===== config.mk =====
export PLATFORM = sky130hd
export DESIGN_NAME = gpio_setclr_port
export DESIGN_NICKNAME = d
export VERILOG_FILES = /design/src/rtl/gpio_setclr_port.sv
export SDC_FILE = /design/constraint.sdc
export NUM_CORES = 1
export LEC_CHECK = 0
export BUFFER_PORTS_ARGS = -buffer_cell sky130_fd_sc_hd__buf_2
export CORE_ASPECT_RATIO = 1.75
export CORE_MARGIN = 1.5
export CORE_UTILIZATION = 40
export CTS_BUF_LIST = sky130_fd_sc_hd__clkbuf_2
export DETAILED_ROUTE_END_ITERATION = 6
export GPL_ROUTABILITY_DRIVEN = 0
export SYNTH_ARGS = -nofsm -noshare
export SYNTH_HDL_FRONTEND = slang
export SYNTH_SLANG_ARGS = --single-unit

===== constraint.sdc =====
create_clock -name clk -period 1.7 [get_ports clk]
set_clock_uncertainty 0.1 [all_clocks]
set_input_delay 0.085 -clock clk [delete_from_list [all_inputs] [get_ports clk]]
set_output_delay 0.085 -clock clk [all_outputs]
set_load 0.005 [all_outputs]

===== src/rtl/gpio_setclr_port.sv =====
module gpio_setclr_port #(
  parameter int PINS   = 16,
  parameter int LVL_W  = 2,
  parameter int MUX_W  = 32,
  parameter int ADDR_W = 6
) (
  input  logic                    clk,
  input  logic                    rst_n,
  input  logic                    bus_req,
  input  logic                    bus_we,
  input  logic [ADDR_W-1:0]       bus_addr,
  input  logic [2:0]              bus_size,
  input  logic [MUX_W-1:0]        bus_wdata,
  output logic [MUX_W-1:0]        bus_rdata,
  output logic [1:0]              bus_err,
  input  logic [PINS*LVL_W-1:0]   pin_level,
  output logic [PINS-1:0]         pin_out,
  output logic [PINS-1:0]         pin_dir
);

  localparam logic [ADDR_W-1:0] OFF_LVL  = ADDR_W'(6'h00);
  localparam logic [ADDR_W-1:0] OFF_LSET = ADDR_W'(6'h04);
  localparam logic [ADDR_W-1:0] OFF_LCLR = ADDR_W'(6'h08);
  localparam logic [ADDR_W-1:0] OFF_DIR  = ADDR_W'(6'h0C);
  localparam logic [ADDR_W-1:0] OFF_DSET = ADDR_W'(6'h10);
  localparam logic [ADDR_W-1:0] OFF_DCLR = ADDR_W'(6'h14);
  localparam logic [ADDR_W-1:0] OFF_IGT  = ADDR_W'(6'h18);
  localparam logic [ADDR_W-1:0] OFF_FGT  = ADDR_W'(6'h1C);
  localparam logic [ADDR_W-1:0] OFF_MUX  = ADDR_W'(6'h20);
  localparam logic [2:0] SZ_REG = 3'd2;
  localparam logic [2:0] SZ_MUX = 3'd4;
  localparam logic [1:0] E_NONE = 2'b00;
  localparam logic [1:0] E_SIZE = 2'b01;
  localparam logic [1:0] E_ADDR = 2'b10;

  logic [PINS-1:0]  lvl_q, dir_q, igt_q, fgt_q, out_q;
  logic [MUX_W-1:0] mux_q, rdata_q;
  logic [1:0]       err_q;
  logic [PINS-1:0]  lvl_in, accept, lvl_nxt, dir_nxt;
  logic [MUX_W-1:0] rsel;

  for (genvar i = 0; i < PINS; i++) begin : g_lvl
    assign lvl_in[i] = |pin_level[i*LVL_W +: LVL_W];
  end

  wire h_lvl  = bus_addr == OFF_LVL;
  wire h_lset = bus_addr == OFF_LSET;
  wire h_lclr = bus_addr == OFF_LCLR;
  wire h_dir  = bus_addr == OFF_DIR;
  wire h_dset = bus_addr == OFF_DSET;
  wire h_dclr = bus_addr == OFF_DCLR;
  wire h_igt  = bus_addr == OFF_IGT;
  wire h_fgt  = bus_addr == OFF_FGT;
  wire h_mux  = bus_addr == OFF_MUX;

  wire mapped   = h_lvl | h_lset | h_lclr | h_dir | h_dset | h_dclr | h_igt | h_fgt | h_mux;
  wire size_bad = h_mux ? (bus_size != SZ_MUX) : (bus_size != SZ_REG);
  wire acc_ok   = bus_req && !size_bad && mapped;
  wire wr       = acc_ok && bus_we;
  wire rd       = acc_ok && !bus_we;
  wire [PINS-1:0] wv = bus_wdata[PINS-1:0];
  wire lvl_wr   = wr && (h_lvl | h_lset | h_lclr);
  wire drive    = lvl_wr || (wr && h_dset);

  assign accept = ~dir_q & igt_q & fgt_q;

  always_comb begin
    lvl_nxt = (lvl_q & ~accept) | (lvl_in & accept);
    if (wr && h_lvl)       lvl_nxt = wv;
    else if (wr && h_lset) lvl_nxt = lvl_q | wv;
    else if (wr && h_lclr) lvl_nxt = lvl_q & ~wv;
  end

  always_comb begin
    dir_nxt = dir_q;
    if (wr && h_dir)       dir_nxt = wv;
    else if (wr && h_dset) dir_nxt = dir_q | wv;
    else if (wr && h_dclr) dir_nxt = dir_q & ~wv;
  end

  always_comb begin
    rsel = '0;
    if (h_lvl | h_lset | h_lclr) rsel = MUX_W'(lvl_q);
    else if (h_dir | h_dset | h_dclr) rsel = MUX_W'(dir_q);
    else if (h_igt) rsel = MUX_W'(igt_q);
    else if (h_fgt) rsel = MUX_W'(fgt_q);
    else if (h_mux) rsel = mux_q;
  end

  always_ff @(posedge clk or negedge rst_n) begin
    if (!rst_n) begin
      lvl_q   <= '0;
      dir_q   <= '0;
      igt_q   <= '0;
      fgt_q   <= '0;
      out_q   <= '0;
      mux_q   <= '0;
      rdata_q <= '0;
      err_q   <= E_NONE;
    end else begin
      lvl_q <= lvl_nxt;
      dir_q <= dir_nxt;
      if (wr && h_igt) igt_q <= wv;
      if (wr && h_fgt) fgt_q <= wv;
      if (wr && h_mux) mux_q <= bus_wdata;
      if (drive) out_q <= (out_q & igt_q) | (lvl_nxt & ~igt_q);
      rdata_q <= rd ? rsel : '0;
      err_q   <= !bus_req ? E_NONE : size_bad ? E_SIZE : !mapped ? E_ADDR : E_NONE;
    end
  end

  assign bus_rdata = rdata_q;
  assign bus_err   = err_q;
  assign pin_out   = out_q;
  assign pin_dir   = dir_q;

  // with no write, bits that were not accepting input keep their value
  p_gated_hold_r6: assert property (@(posedge clk) disable iff (!rst_n)
    !(bus_req && bus_we) |=> ((lvl_q ^ $past(lvl_q)) & ~$past(accept)) == '0);


  p_or_sets_r3: assert property (@(posedge clk) disable iff (!rst_n)
    (wr && h_lset) |=> (lvl_q & $past(wv)) == $past(wv));


  p_clr_clears_r4: assert property (@(posedge clk) disable iff (!rst_n)
    (wr && h_lclr) |=> (lvl_q & $past(wv)) == '0);

  // outputs move only after a driving write
  p_out_hold_r8: assert property (@(posedge clk) disable iff (!rst_n)
    !drive |=> $stable(pin_out));

  // gated-input pins keep their driven value even on a driving write
  p_out_gated_r8: assert property (@(posedge clk) disable iff (!rst_n)
    drive |=> ((pin_out ^ $past(pin_out)) & $past(igt_q)) == '0);


  p_err_no_change_r10: assert property (@(posedge clk) disable iff (!rst_n)
    (bus_req && (size_bad || !mapped)) |=>
      $stable(dir_q) && $stable(igt_q) && $stable(fgt_q) && $stable(mux_q) && $stable(pin_out)
      && bus_rdata == '0 && bus_err != E_NONE);


  p_err_code_r9: assert property (@(posedge clk) disable iff (!rst_n)
    $onehot0(bus_err));

endmodule


[Word level (Yosys, flattened, before mapping)]
Cells that the tools add are included.
Widths: inputs -> output; s select.
Storage, ports and cells
  register bits after elaboration: 146
  input port bits: 77
  output and inout port bits: 66
  logic and storage cells: 95
Cells by class
  equal/unequal tests: 10
  mux-type cells: 16
  bitwise logic cells: 26
  reduce and logical (&&, ||, !) cells: 35
Operators with widths (number)
  $mux 32: 6
  $and 16x16->16: 8
  $mux 16: 6
  $not 16->16: 4
  $or 16x16->16: 4
  $reduce_or 2->1: 16
  $eq 6x5->1 const B: 4
  $logic_and 1x1->1: 14
  $eq 6x4->1 const B: 2
  $or 1x1->1: 10
  $eq 6x3->1 const B: 1
  $eq 6x6->1 const B: 1
  $logic_not 6->1: 1
  $mux 2: 3
  $ne 3x2->1 const B: 1
  $ne 3x3->1 const B: 1
  $reduce_bool 3->1: 1
  $logic_not 1->1: 2
  $logic_or 1x1->1: 1
  $mux 1: 1

[Logic depth before layout (Yosys ltp)]
  word-level depth: 17
  mapped depth: 8
  mapped depth without buffers: 5

[Worst setup path after synthesis]
Ideal clock, no wire load.
  kind: input -> register
  start point: in bus_addr[3]
  end point: reg fgt_q[0]
  library setup time: 125 ps
  data arrival time: 2087 ps
  required time: 1475 ps
  path slack: -612 ps
  stages: 7
  buffers on the path: 2
  path through: buf_6 or4_4 nor3b_2 nor2_1 nor4_4 buf_6 mux2_2
On the way
  longest elaborated chain between the ends: 12
  elaborated cells on any way between the ends: 23
  those cells by class: eq/ne (8); mux (1); bitwise (8); reduce/logical (6)
Ends and longest elaborated chain
  start, declared: RTL line 11  | input logic [ADDR_W-1:0] bus_addr,
  $eq 6x3->1 / $logic_not 6->1 (equally long branches): RTL line 47, 46
  $or 1x1->1 (8 in a row): RTL line 56  | wire mapped = h_lvl | h_lset | h_lclr | h_dir | h_dset | h_dclr | h_igt | h_fgt | h_mux;
  $logic_and 1x1->1: RTL line 58  | wire acc_ok = bus_req && !size_bad && mapped;
  $logic_and 1x1->1: RTL line 59  | wire wr = acc_ok && bus_we;
  $logic_and 1x1->1 *: RTL line 104  | if (wr && h_fgt) fgt_q <= wv;
  end signal, assigned: RTL line 104
  end, declared: RTL line 36  | logic [PINS-1:0] lvl_q, dir_q, igt_q, fgt_q, out_q;
Mark *: on every way between the ends. The rest lies on a longest branch, timed or not.
A chain may end at the register's enable or synchronous reset.

==> impl_metrics.tcl <==
set metrics [dict create \
    synth_nets 650 \
    final_util_pct 60.60 \
    min_period_over_period_pct 100.2 \
    yosys.area.top_type_share_pct 54.10 \
    p_switching_mw 1.758 \
    fmax_mhz 587.1 \
    r2r_slack_ps 70 \
    clockBufferDepth 2 \
    ys_ff_latch 146 \
    antenna_found_initial 1 \
    post_drt_wl_per_cell_um 19.47 \
    whs_ps 24.84 \
    yosys_warnings 0 \
    die-area_mm2 0.01770 \
    yosysSeqAreaShare_pct 54.10 \
    grt_pass1_vias 6621 \
    io_pins 143 \
    p_leak_nw 4.628 \
    netlist.top_cell.by_area "dfrtp_1" \
    nNetsFinal 967 \
    synthCells 573 \
    ys_async_sr_fraction_pct 100.0 \
    period_needed_ps 1703 \
    final_cell_mix "dfrtp_1 (145), buf_2 (138), dlygate4sd3_1 (94)" \
    power_density_mw_per_mm2 639.9 \
    synth_cell_type_count 44 \
    vias 6200 \
    setup_viol 1 \
    hpwl_um 15000 \
    core_area_mm2 0.01645 \
    hold_violations 0 \
    seq_power_share_pct 56.1 \
    drive_gt1_share_pct 42.97 \
    rsz0062_at_grt "yes" \
    layout_commonest_cell "dfrtp_1" \
    dr.pass1.iters 7 \
    setup_ws_ps -3.404 \
    io_buffer_count 142 \
    grt_use_total_pct 25.67 \
    fill_cells 1371 \
    slew_headroom_pct 61.77 \
    critPathKind "in2reg" \
    row_count 62 \
    cts_root_buf "clkbuf_2" \
    die-height_um 174.9 \
    start_util_pct 41.06 \
    area_growth_pct 47.58 \
    cp.arrival_ps 2230 \
    path_clk_slew_ps 250 \
    dieWidth_um 101.2 \
    grt_overflow 0 \
    cts_tree "done" \
    swShare_pct 27.57 \
    synth_area_mm2 0.006753 \
    grt_pass1_wl_um 34420 \
    critPathLaunchType "input pin" \
    cts.sinks 146 \
    drv_cap 0 \
    violations "setup timing" \
    p_comb_share_pct 11.7 \
    syn_area_per_cell_um2 11.78 \
    postRouteAntennaNets 0 \
    grt_max_degree 51 \
    hold-path-cell-count 4 \
    clock_latency_ps 720 \
    status "complete, but fails checks" \
    ir_drop_mv 0.4581 \
    drcViolationCount 0 \
    drtIter0Drc 284 \
    total_power_mw 6.377 \
    critPathCaptureType "flop" \
    wirelength_um 21970 \
    hold_path_class "in2reg" \
    p_int_mw 4.619 \
    viasPerCell 5.496 \
    cts_made_buffers 17 \
    ys.flop_type "dfrtp_1" \
    holdBufCountCts 94 \
    worstMarginPinSlew_ps 573.5 \
    netlist_top_cells_area "dfrtp_1 (54%), mux2_2 (13%), nor3b_1 (2.4%)" \
    worst_r2r_path_depth 5 \
    maxSlewViolCount 0 \
    pre_cts_slack_ps -593.2 \
    crit_fanout 16 \
    cts_max_level 4 \
    clkPwrFrac_pct 32.2 \
    synth_edf_count 0 \
    crit_required_ps 2230 \
]
==> per-layer routing <==
layer  track usage, %  share of wire [%]  up-vias
li1                 -                  -     2802
met1            28.84                 38     3106
met2            46.20                 54      235
met3            4.000                4.5       57
met4            12.56                3.6        0
met5                0                  0        -
==> what timing repair did <==
item / 4_1_cts / 5_1_grt
cloned: 0 / 0
setup buffers: 3 / 2
gates resized for setup: 0 / 19
pin swaps: 0 / 9
hold endpoints to repair: 288 / 11
setup endpoints to repair: 3 / 17
==> area by class of cell <==
class                      count  area (um^2)  area share, %
sequential                   146         3655          36.67
clock buffer                  17        85.08         0.8537
inverter                      21        78.83         0.7910
timing repair buffer         327         2491          25.00
clock inverter                15        157.7          1.582
tap                          224        280.3          2.812
antenna                        1        2.502        0.02511
multi-input combinational    377         3216          32.27
==> final timing paths <==
kind | to | startpoint
max | flop | bus_size[1]
min | lvl_q[1] | bus_addr[3]
max reg2reg | flop | flop
min reg2reg | bus_rdata[27] | mux_q[27]
max in group asynchronous | mux_q[1] | rst_n
min in group asynchronous | fgt_q[10] | rst_n
==> per-stage QoR <==
step | TNS (ps) | std cells | instance area [um^2]
3_5_place_dp | -64070 | 998 | 8662
2_1_floorplan | -35390 | 573 | 7058
6_report | -3.404 | 1128 | 9966
3_3_place_gp | -59000 | 998 | 8662
4_1_cts | 0 | 1127 | 9868
5_1_grt | -106.9 | 1128 | 9966
==> cell usage after synthesis, types with 7 or more instances <==
cell type	count
a211oi_1	18
a21oi_1	8
a221o_1	16
a221oi_1	16
a31oi_1	10
and2_1	16
buf_2	8
clkbuf_1	16
dfrtp_1	146
inv_1	21
mux2_2	79
nand2_1	30
nand3b_1	7
nor2_1	39
nor3_1	29
nor3b_1	22
nor4_1	11
o22a_1	11
o22ai_1	11
o32ai_1	11
==> logic make-up after synthesis <==
family          share of synthesized area [%]
simple gates                            14.88
flops                                   54.10
compound gates                          13.97
mux                                     13.34
buf+inv                                 3.428
xor+xnor                               0.1297
fa+ha+maj                              0.1482
==> critical path, cell delays in order <==
cell           delay, ps
dlygate4sd3_1        520
buf_2                130
nand2b_1             200
or4_4                730
o22a_1               290
mux2_2               270
==> power by group through the flow <==
stage	clock (mW)	sequential [mW]	combinational, mW
floorplan	0	3.63	0.214
finish	2.05	3.58	0.744
CTS	2.13	3.58	0.739
detailed placement	0	3.64	0.568
global route	2.25	3.59	0.810
global placement	0	3.63	0.545
(Power assumes the default switching activity.)
